### src/rtl/pwm_phase_pkg.sv
package pwm_phase_pkg;

    localparam int ACC_W       = 16;
    localparam int THR_W       = 8;
    localparam int WORD_W      = 32;
    localparam int STRIDE_LOG2 = 10;
    localparam int EN_POS      = 31;
    localparam int UPD_POS     = 30;
    localparam int STEP_LSB    = 8;
    localparam logic [ACC_W-1:0] STEP_MAX = 16'h8002;

    typedef struct packed {
        logic             en;
        logic             upd;
        logic [ACC_W-1:0] step;
        logic [THR_W-1:0] thr;
    } chan_cfg_t;

    typedef struct packed {
        chan_cfg_t        stg;
        logic [ACC_W-1:0] run_step;
        logic [THR_W-1:0] run_thr;
        logic [ACC_W-1:0] acc;
    } chan_state_t;

    function automatic logic [WORD_W-1:0] cfg_to_word(chan_cfg_t c);
        return {c.en, c.upd, 6'b0, c.step, c.thr};
    endfunction

endpackage

### src/rtl/pwm_addr_dec.sv
module pwm_addr_dec #(
    parameter int NUM_CH = 2,
    parameter int ADDR_W = 12
) (
    input  logic [ADDR_W-1:0] addr,
    output logic [NUM_CH-1:0] ch_sel,
    output logic              hit
);
    import pwm_phase_pkg::*;

    localparam int CH_FW = ADDR_W - STRIDE_LOG2;

    logic off_zero;

    always_comb begin
        off_zero = (addr[STRIDE_LOG2-1:0] == '0);
    end

    generate
        for (genvar g = 0; g < NUM_CH; g++) begin : g_sel
            always_comb begin
                ch_sel[g] = off_zero && (addr[ADDR_W-1:STRIDE_LOG2] == CH_FW'(g));
            end
        end
    endgenerate

    always_comb begin
        hit = |ch_sel;
    end

endmodule

### src/rtl/pwm_chan.sv
module pwm_chan (
    input  logic                             clk,
    input  logic                             rst_n,
    input  logic                             wr_stb,
    input  logic [pwm_phase_pkg::WORD_W-1:0] wdata,
    output pwm_phase_pkg::chan_cfg_t         cfg_o,
    output logic                             pwm_o
);
    import pwm_phase_pkg::*;

    chan_state_t      st_d, st_q;
    logic [ACC_W:0]   sum_ext;
    logic             wrap;
    logic [ACC_W-1:0] wr_step;
    logic             unused_rsvd;

    always_comb begin
        unused_rsvd = ^wdata[29:24];
        wr_step     = wdata[STEP_LSB +: ACC_W];
        if (wr_step > STEP_MAX) begin
            wr_step = STEP_MAX;
        end
        sum_ext = {1'b0, st_q.acc} + {1'b0, st_q.run_step};
        wrap    = st_q.stg.en && sum_ext[ACC_W];

        st_d = st_q;
        // accumulator runs only while enabled
        st_d.acc = st_q.stg.en ? sum_ext[ACC_W-1:0] : '0;

        // boundary load of a pending update
        if (wrap && st_q.stg.upd) begin
            st_d.run_step = st_q.stg.step;
            st_d.run_thr  = st_q.stg.thr;
            st_d.stg.upd  = 1'b0;
        end

        if (wr_stb) begin
            st_d.stg.en   = wdata[EN_POS];
            st_d.stg.upd  = wdata[UPD_POS];
            st_d.stg.step = wr_step;
            st_d.stg.thr  = wdata[THR_W-1:0];
            // stopped channel: no cycle to protect, apply at once
            if (!st_q.stg.en && wdata[UPD_POS]) begin
                st_d.run_step = wr_step;
                st_d.run_thr  = wdata[THR_W-1:0];
                st_d.stg.upd  = 1'b0;
            end
        end
    end

    always_ff @(posedge clk or negedge rst_n) begin
        if (!rst_n) begin
            st_q <= '0;
        end else begin
            st_q <= st_d;
        end
    end

    always_comb begin
        cfg_o = st_q.stg;
        pwm_o = st_q.stg.en && (st_q.acc[ACC_W-1 -: THR_W] >= st_q.run_thr);
    end

    p_idle_acc_zero_r4: assert property (@(posedge clk) disable iff (!rst_n)
        !st_q.stg.en |=> (st_q.acc == '0));

    p_run_hold_r7: assert property (@(posedge clk) disable iff (!rst_n)
        (st_q.stg.en && !sum_ext[ACC_W]) |=> ($stable(st_q.run_step) && $stable(st_q.run_thr)));

    p_upd_clear_r7: assert property (@(posedge clk) disable iff (!rst_n)
        (st_q.stg.en && sum_ext[ACC_W] && st_q.stg.upd && !wr_stb) |=> !st_q.stg.upd);

    p_step_limit_r9: assert property (@(posedge clk) disable iff (!rst_n)
        wr_stb |=> (st_q.stg.step <= STEP_MAX));

endmodule

### src/rtl/pwm_phase_ctrl.sv
module pwm_phase_ctrl #(
    parameter int NUM_CH = 2,
    parameter int ADDR_W = 12
) (
    input  logic              clk,
    input  logic              rst_n,
    input  logic              wr_en,
    input  logic              rd_en,
    input  logic [ADDR_W-1:0] addr,
    input  logic [31:0]       wdata,
    output logic [31:0]       rd_data,
    output logic [NUM_CH-1:0] pwm_out
);
    import pwm_phase_pkg::*;

    typedef struct packed {
        logic [WORD_W-1:0] rdat;
    } rd_state_t;

    logic [NUM_CH-1:0] ch_sel;
    logic              hit;
    logic [WORD_W-1:0] cfg_word [NUM_CH];
    logic [WORD_W-1:0] rd_mux;
    rd_state_t         rs_d, rs_q;

    pwm_addr_dec #(
        .NUM_CH (NUM_CH),
        .ADDR_W (ADDR_W)
    ) u_dec (
        .addr   (addr),
        .ch_sel (ch_sel),
        .hit    (hit)
    );

    generate
        for (genvar g = 0; g < NUM_CH; g++) begin : g_ch
            chan_cfg_t cfg_g;
            pwm_chan u_chan (
                .clk    (clk),
                .rst_n  (rst_n),
                .wr_stb (wr_en && ch_sel[g]),
                .wdata  (wdata),
                .cfg_o  (cfg_g),
                .pwm_o  (pwm_out[g])
            );
            always_comb begin
                cfg_word[g] = cfg_to_word(cfg_g);
            end
        end
    endgenerate

    always_comb begin
        rd_mux = '0;
        for (int k = 0; k < NUM_CH; k++) begin
            if (ch_sel[k]) begin
                rd_mux = rd_mux | cfg_word[k];
            end
        end
        rs_d = rs_q;
        if (rd_en) begin
            rs_d.rdat = hit ? rd_mux : '0;
        end
    end

    always_ff @(posedge clk or negedge rst_n) begin
        if (!rst_n) begin
            rs_q <= '0;
        end else begin
            rs_q <= rs_d;
        end
    end

    always_comb begin
        rd_data = rs_q.rdat;
    end

    p_miss_reads_zero_r3: assert property (@(posedge clk) disable iff (!rst_n)
        (rd_en && !hit) |=> (rd_data == '0));

    p_hold_between_reads_r2: assert property (@(posedge clk) disable iff (!rst_n)
        !rd_en |=> $stable(rd_data));

endmodule

### config.mk
export PLATFORM = sky130hd
export DESIGN_NAME = pwm_phase_ctrl
export DESIGN_NICKNAME = d
export VERILOG_FILES = /design/src/rtl/pwm_phase_pkg.sv /design/src/rtl/pwm_addr_dec.sv /design/src/rtl/pwm_chan.sv /design/src/rtl/pwm_phase_ctrl.sv
export SDC_FILE = /design/constraint.sdc
export NUM_CORES = 1
export LEC_CHECK = 0
export BUFFER_PORTS_ARGS = -buffer_cell sky130_fd_sc_hd__buf_2
export CORE_ASPECT_RATIO = 1.75
export CORE_MARGIN = 4
export CORE_UTILIZATION = 49
export CTS_BUF_LIST = sky130_fd_sc_hd__clkbuf_4 sky130_fd_sc_hd__clkbuf_8
export CTS_CLUSTER_DIAMETER = 80
export DETAILED_ROUTE_END_ITERATION = 10
export PLACE_DENSITY = 0.71
export SLEW_MARGIN = 30
export SYNTH_ARGS = -nofsm -noshare
export SYNTH_HDL_FRONTEND = slang
export SYNTH_SLANG_ARGS = --single-unit
### constraint.sdc
create_clock -name clk -period 2.7 [get_ports clk]
set_clock_uncertainty 0.15 [all_clocks]
set_input_delay 0.405 -clock clk [delete_from_list [all_inputs] [get_ports clk]]
set_output_delay 0.405 -clock clk [all_outputs]
set_load 0.1 [all_outputs]
**Word-level counts from Yosys, hierarchy flattened**

Index checks and enable logic that the tools add are counted.
W data, S select, Z words.

- Muxes and demuxes: 16
- Bitwise gates (word level): 1
- Eq/ne operators: 1
- $add $sub $neg: 2
- Reduce and logical (&&, ||, !) cells: 19
- Magnitude comparators: 3

Operator list:

| operator | number |
|---|---|
| $mux W49 | 2 |
| $mux W24 | 4 |
| $mux W32 | 3 |
| $mux W16 | 3 |
| $add A16 B16 Y17 | 2 |
| $or A32 B32 Y32 | 1 |
| $ge A8 B8 Y1 | 2 |
| $gt A16 B16 Y1 const B | 1 |
| $logic_and A1 B1 Y1 | 12 |
| $logic_not A10 Y1 | 1 |
| $mux W1 | 4 |
| $reduce_bool A2 Y1 | 2 |
| $eq A2 B1 Y1 const B | 1 |
| $logic_not A1 Y1 | 2 |
| $logic_not A2 Y1 | 1 |
| $reduce_or A2 Y1 | 1 |

- Bits in registers: 164

**Logic depth before layout (Yosys ltp)**

- Depth after elaboration: 6
- Mapped depth: 11
- Gate-level depth less buffers: 9

**Cells and area by module**

A second synthesis with hierarchy kept.

- Cells, all modules: 897
- Area, all modules: 9232.6 um2

Modules (own cells, without submodules):

| module | area each (um2) | instances | cells an instance |
|---|---|---|---|
| pwm_chan | 3828.7 | 2 | 381 |
| pwm_phase_ctrl | 1520.2 | 1 | 125 |
| pwm_addr_dec | 55.1 | 1 | 10 |

**Worst setup path after synthesis**

No wires, ideal clock.

- Kind: flip-flop to flip-flop
- From: reg g_ch[1].u_chan.st_q[24] (netlist name)
- To: reg g_ch[1].u_chan.st_q[25] (netlist name)
- Path slack: 0.047 ns
- Data required time: 2.427 ns
- Stages on the path, launching flop included: 11
- Clock period less this slack: 2.653 ns
- Arrival time: 2.380 ns
- Setup time: 0.123 ns
- Buffers on the path: 1
- Cells stage by stage: dfrtp_1 > ha_1 > inv_1 > fa_1 > nand2b_1 > a211oi_1 > o21ai_1 > o2111a_1 > clkbuf_1 > or3_1 > o221a_2

RTL lines:

| item | RTL line | RTL |
|---|---|---|
| start: declaration | pwm_chan.sv:11 | `chan_state_t st_d, st_q;` |
| start signal: assignment | pwm_chan.sv:55 | `st_q <= st_d;` |

**Worst setup path in the final report**

- From: reg g_ch[1].u_chan.st_q[8] (netlist name)
- To: out pwm_out[1]

- Longest elaborated chain between the ends: 2

RTL lines:

| item | RTL line | RTL |
|---|---|---|
| $ge A8 B8 Y1 | pwm_chan.sv:61 | `pwm_o = st_q.stg.en && (st_q.acc[ACC_W-1 -: THR_W] >= st_q.run_thr);` |
| $logic_and A1 B1 Y1 | pwm_chan.sv:61 |  |
| end: declaration | pwm_phase_ctrl.sv:12 | `output logic [NUM_CH-1:0] pwm_out` |

Every way passes these cells.

==> impl_metrics.tcl <==
set metrics [dict create \
    status "completed" \
    maxCapViolCount 0 \
    crit_fanout 2 \
    period_needed_ns 2.682 \
    stdcell_count 1162 \
    slew_headroom 0.6013 \
    clk_latency_ns 0.46 \
    dieHeight_um 180.6 \
    pwr-share-clk 0.411 \
    max_freq_mhz 372.8 \
    synth_area_um2 8346 \
    reg2reg_depth 10 \
    power_uw 4395 \
    wirelength_um 21830 \
    fillers 1459 \
    worstMarginPinSlew_ns 0.5981 \
    wire_per_inst_um 18.78 \
    coreArea_um2 16600 \
    ys_async_sr_fraction 1.000 \
    ant_nets 0 \
    critPathBufInv 2 \
    antenna_found_initial 2 \
    drive_above_1_share 0.2479 \
    htree_levels 4 \
    grt_first_pass_wirelength_um 34600 \
    ff_latch_area_um2 3954 \
    crit_chain "inv_1 > ha_1 > nand2b_1 > a21o_1 > a21oi_2 > nor2b_1 > o2111ai_1 > a21oi_1 > buf_6" \
    fin_util 0.5901 \
    syn_inst 828 \
    rows 62 \
    dp_hpwl_um 16140 \
    r2r-end "g_ch[1].u_chan.st_q[22]" \
    cts.sinks 158 \
    gp_congestion 0.9342 \
    holdCritStartpoint "wdata[5]" \
    crit_path_max_incr_delay_ns 0.43 \
    finalSetupViolations 0 \
    cp-end-kind "output port" \
    final_common_cell "dfrtp_1" \
    placed_cells 1119 \
    netSwitchingFraction 0.2356 \
    hold_class "primary input to flop" \
    avgSynthCellArea_um2 10.08 \
    synth_flop_cell "dfrtp_1" \
    drc 0 \
    drt_iter0_markers 342 \
    peakVddDrop_v 0.0002678 \
    comb_power_share 0.050 \
    slew_viol_final 0 \
    routed_via_density 5.650 \
    grt_max_degree 60 \
    synth-seq-cells 158 \
    yosysWarnings 0 \
    hold_slack_ns 0.06635 \
    r2r-start "g_ch[1].u_chan.st_q[24]" \
    rsz0062_at_grt "true" \
    first_pass_iters 5 \
    hold_end "g_ch[0].u_chan.cfg_o[5]" \
    nNetsFinal 1022 \
    cp.required_ns 2.14 \
    cts_buffers 17 \
    start_kind "flop" \
    cts_tree "done" \
    grt_pass1_vias 6584 \
    pin_count 82 \
    place_ws_ns -0.1524 \
    most-common-layout-cells "dfrtp_1, nand2_1, inv_1, buf_2, o21ai_0" \
    start_util 0.5027 \
    cp_data_arrival_time_ns 2.13 \
    layout_setup_ws_ns 0.01768 \
    rrSetupSlack_ns 0.03 \
    port_buffers 69 \
    crit_slowest_cell "dfrtp_1" \
    path_clk_slew_ns 0.08 \
    hold_depth 3 \
    hold_violations 0 \
    clock-root-buffer "clkbuf_8" \
    leakagePower_uw 0.004850 \
    via_count 6565 \
    grt_overflow 0 \
    switching_power_uw 1035 \
    ys_types 60 \
    crit_type "flop to output port" \
    p_int_uw 3360 \
    multiInputGateArea_um2 4069 \
    synth_edf_count 0 \
    seq_area_frac_synth 0.4738 \
    clockBufferDepth 2 \
    syn_to_final_growth_pct 17.39 \
    seq_power_share 0.540 \
    critPathTopFamily "compound AO/OA/AOI/OAI gates" \
    dieWidth_um 106.7 \
    track_usage 0.2311 \
    die-area_um2 19270 \
    p_per_area_nw_per_um2 448.6 \
    final.period_utilization 0.9935 \
]
worst max-delay path by stage:
stage                                        from                       to  cells past startpoint
after floorplan           g_ch[1].u_chan.st_q[24]  g_ch[1].u_chan.st_q[25]                     10
after global placement    g_ch[1].u_chan.st_q[24]  g_ch[1].u_chan.st_q[31]                     10
after detailed placement  g_ch[1].u_chan.st_q[24]  g_ch[1].u_chan.st_q[26]                     10
after CTS                  g_ch[1].u_chan.st_q[8]               pwm_out[1]                      9
after global routing       g_ch[1].u_chan.st_q[8]               pwm_out[1]                      9
final                      g_ch[1].u_chan.st_q[8]               pwm_out[1]                      9
flip-flops by register name, summed over array words and instances (netlist names):
register,count
g_ch.u_chan.st_q,80
g_ch.u_chan.cfg_o,52
rd_data,26
repair_timing:
action,4_1_cts,5_1_grt
endpoints found under the setup margin,50,52
pin swaps,16,9
gates resized for setup,24,16
hold buffers,1,0
cloned,3,0
endpoints found under the hold margin,56,0
buffers inserted,4,2
synthesized netlist by cell type (all sizes together) (8+ instances only):
library cell  count  area, um^2
xor2             10       87.58
dfrtp           158        3954
clkbuf           26       97.59
nand2           101       379.1
nor2             32       120.1
or3              10       62.56
ha               48       600.6
a211oi           13       97.59
o221a            48       540.5
o22ai            26       162.7
a21oi            27       138.9
mux2              9       101.4
nand3             8       40.04
xnor2            10       87.58
o21ai            59       299.0
inv              68       255.2
and2             11       68.82
a21o             14       105.1
mux2i            28       280.3
buf              20       133.9
nand2b           39       244.0
nor3              8       40.04
logic make-up (layout without fill, tap and decap cells):
group / after synthesis / in the layout / synth area share
AND/OR/NAND/NOR: 235 / 235 / 0.1378
flip-flops: 158 / 158 / 0.4738
other: 1 / 8 / 0.0004493
XOR/XNOR: 20 / 20 / 0.02099
AO/OA/AOI/OAI: 212 / 213 / 0.1858
multiplexers: 37 / 37 / 0.04573
adder cells (fa/ha/maj): 50 / 50 / 0.07676
buffers and inverters: 115 / 217 / 0.05877
metal layers:
| layer | part of all wire | global-route usage | vias to the layer above |
|---|---|---|---|
| li1 | - | - | 3139 |
| met1 | 0.39 | 0.2626 | 3242 |
| met2 | 0.54 | 0.4089 | 135 |
| met3 | 0.025 | 0.04052 | 49 |
| met4 | 0.045 | 0.1188 | 0 |
| met5 | 0 | 0 | - |
final cells by class:
cell class / count / area share
Multi-Input combinational cell: 561 / 0.4153
Sequential cell: 158 / 0.4036
Timing Repair Buffer: 117 / 0.08467
Tap cell: 224 / 0.02861
Inverter: 69 / 0.02644
Clock buffer: 20 / 0.02618
Clock inverter: 11 / 0.01469
Antenna cell: 2 / 0.0005109
power by group through the flow:
| stage | clock network, uW | registers, uW | logic [uW] |
|---|---|---|---|
| global placement | 0 | 2420 | 215 |
| CTS | 1840 | 2370 | 219 |
| detailed placement | 0 | 2420 | 217 |
| global route | 1940 | 2370 | 238 |
| floorplan | 0 | 2420 | 98.1 |
| finish | 1800 | 2370 | 218 |
worst min-delay path, delay by kind of cell:
kind | cells | cell delay, ns
buffers and inverters | 1 | 0.13
AND/OR/NAND/NOR | 2 | 0.10
metrics by stage:
step	TNS [ns]	instance area, um^2
after floorplan	0	8364
after global placement	-1.742	9107
after detailed placement	-3.499	9107
after CTS	-0.05183	9716
after global routing	-0.4897	9797
final	0	9797
(Power assumes the default switching activity.)
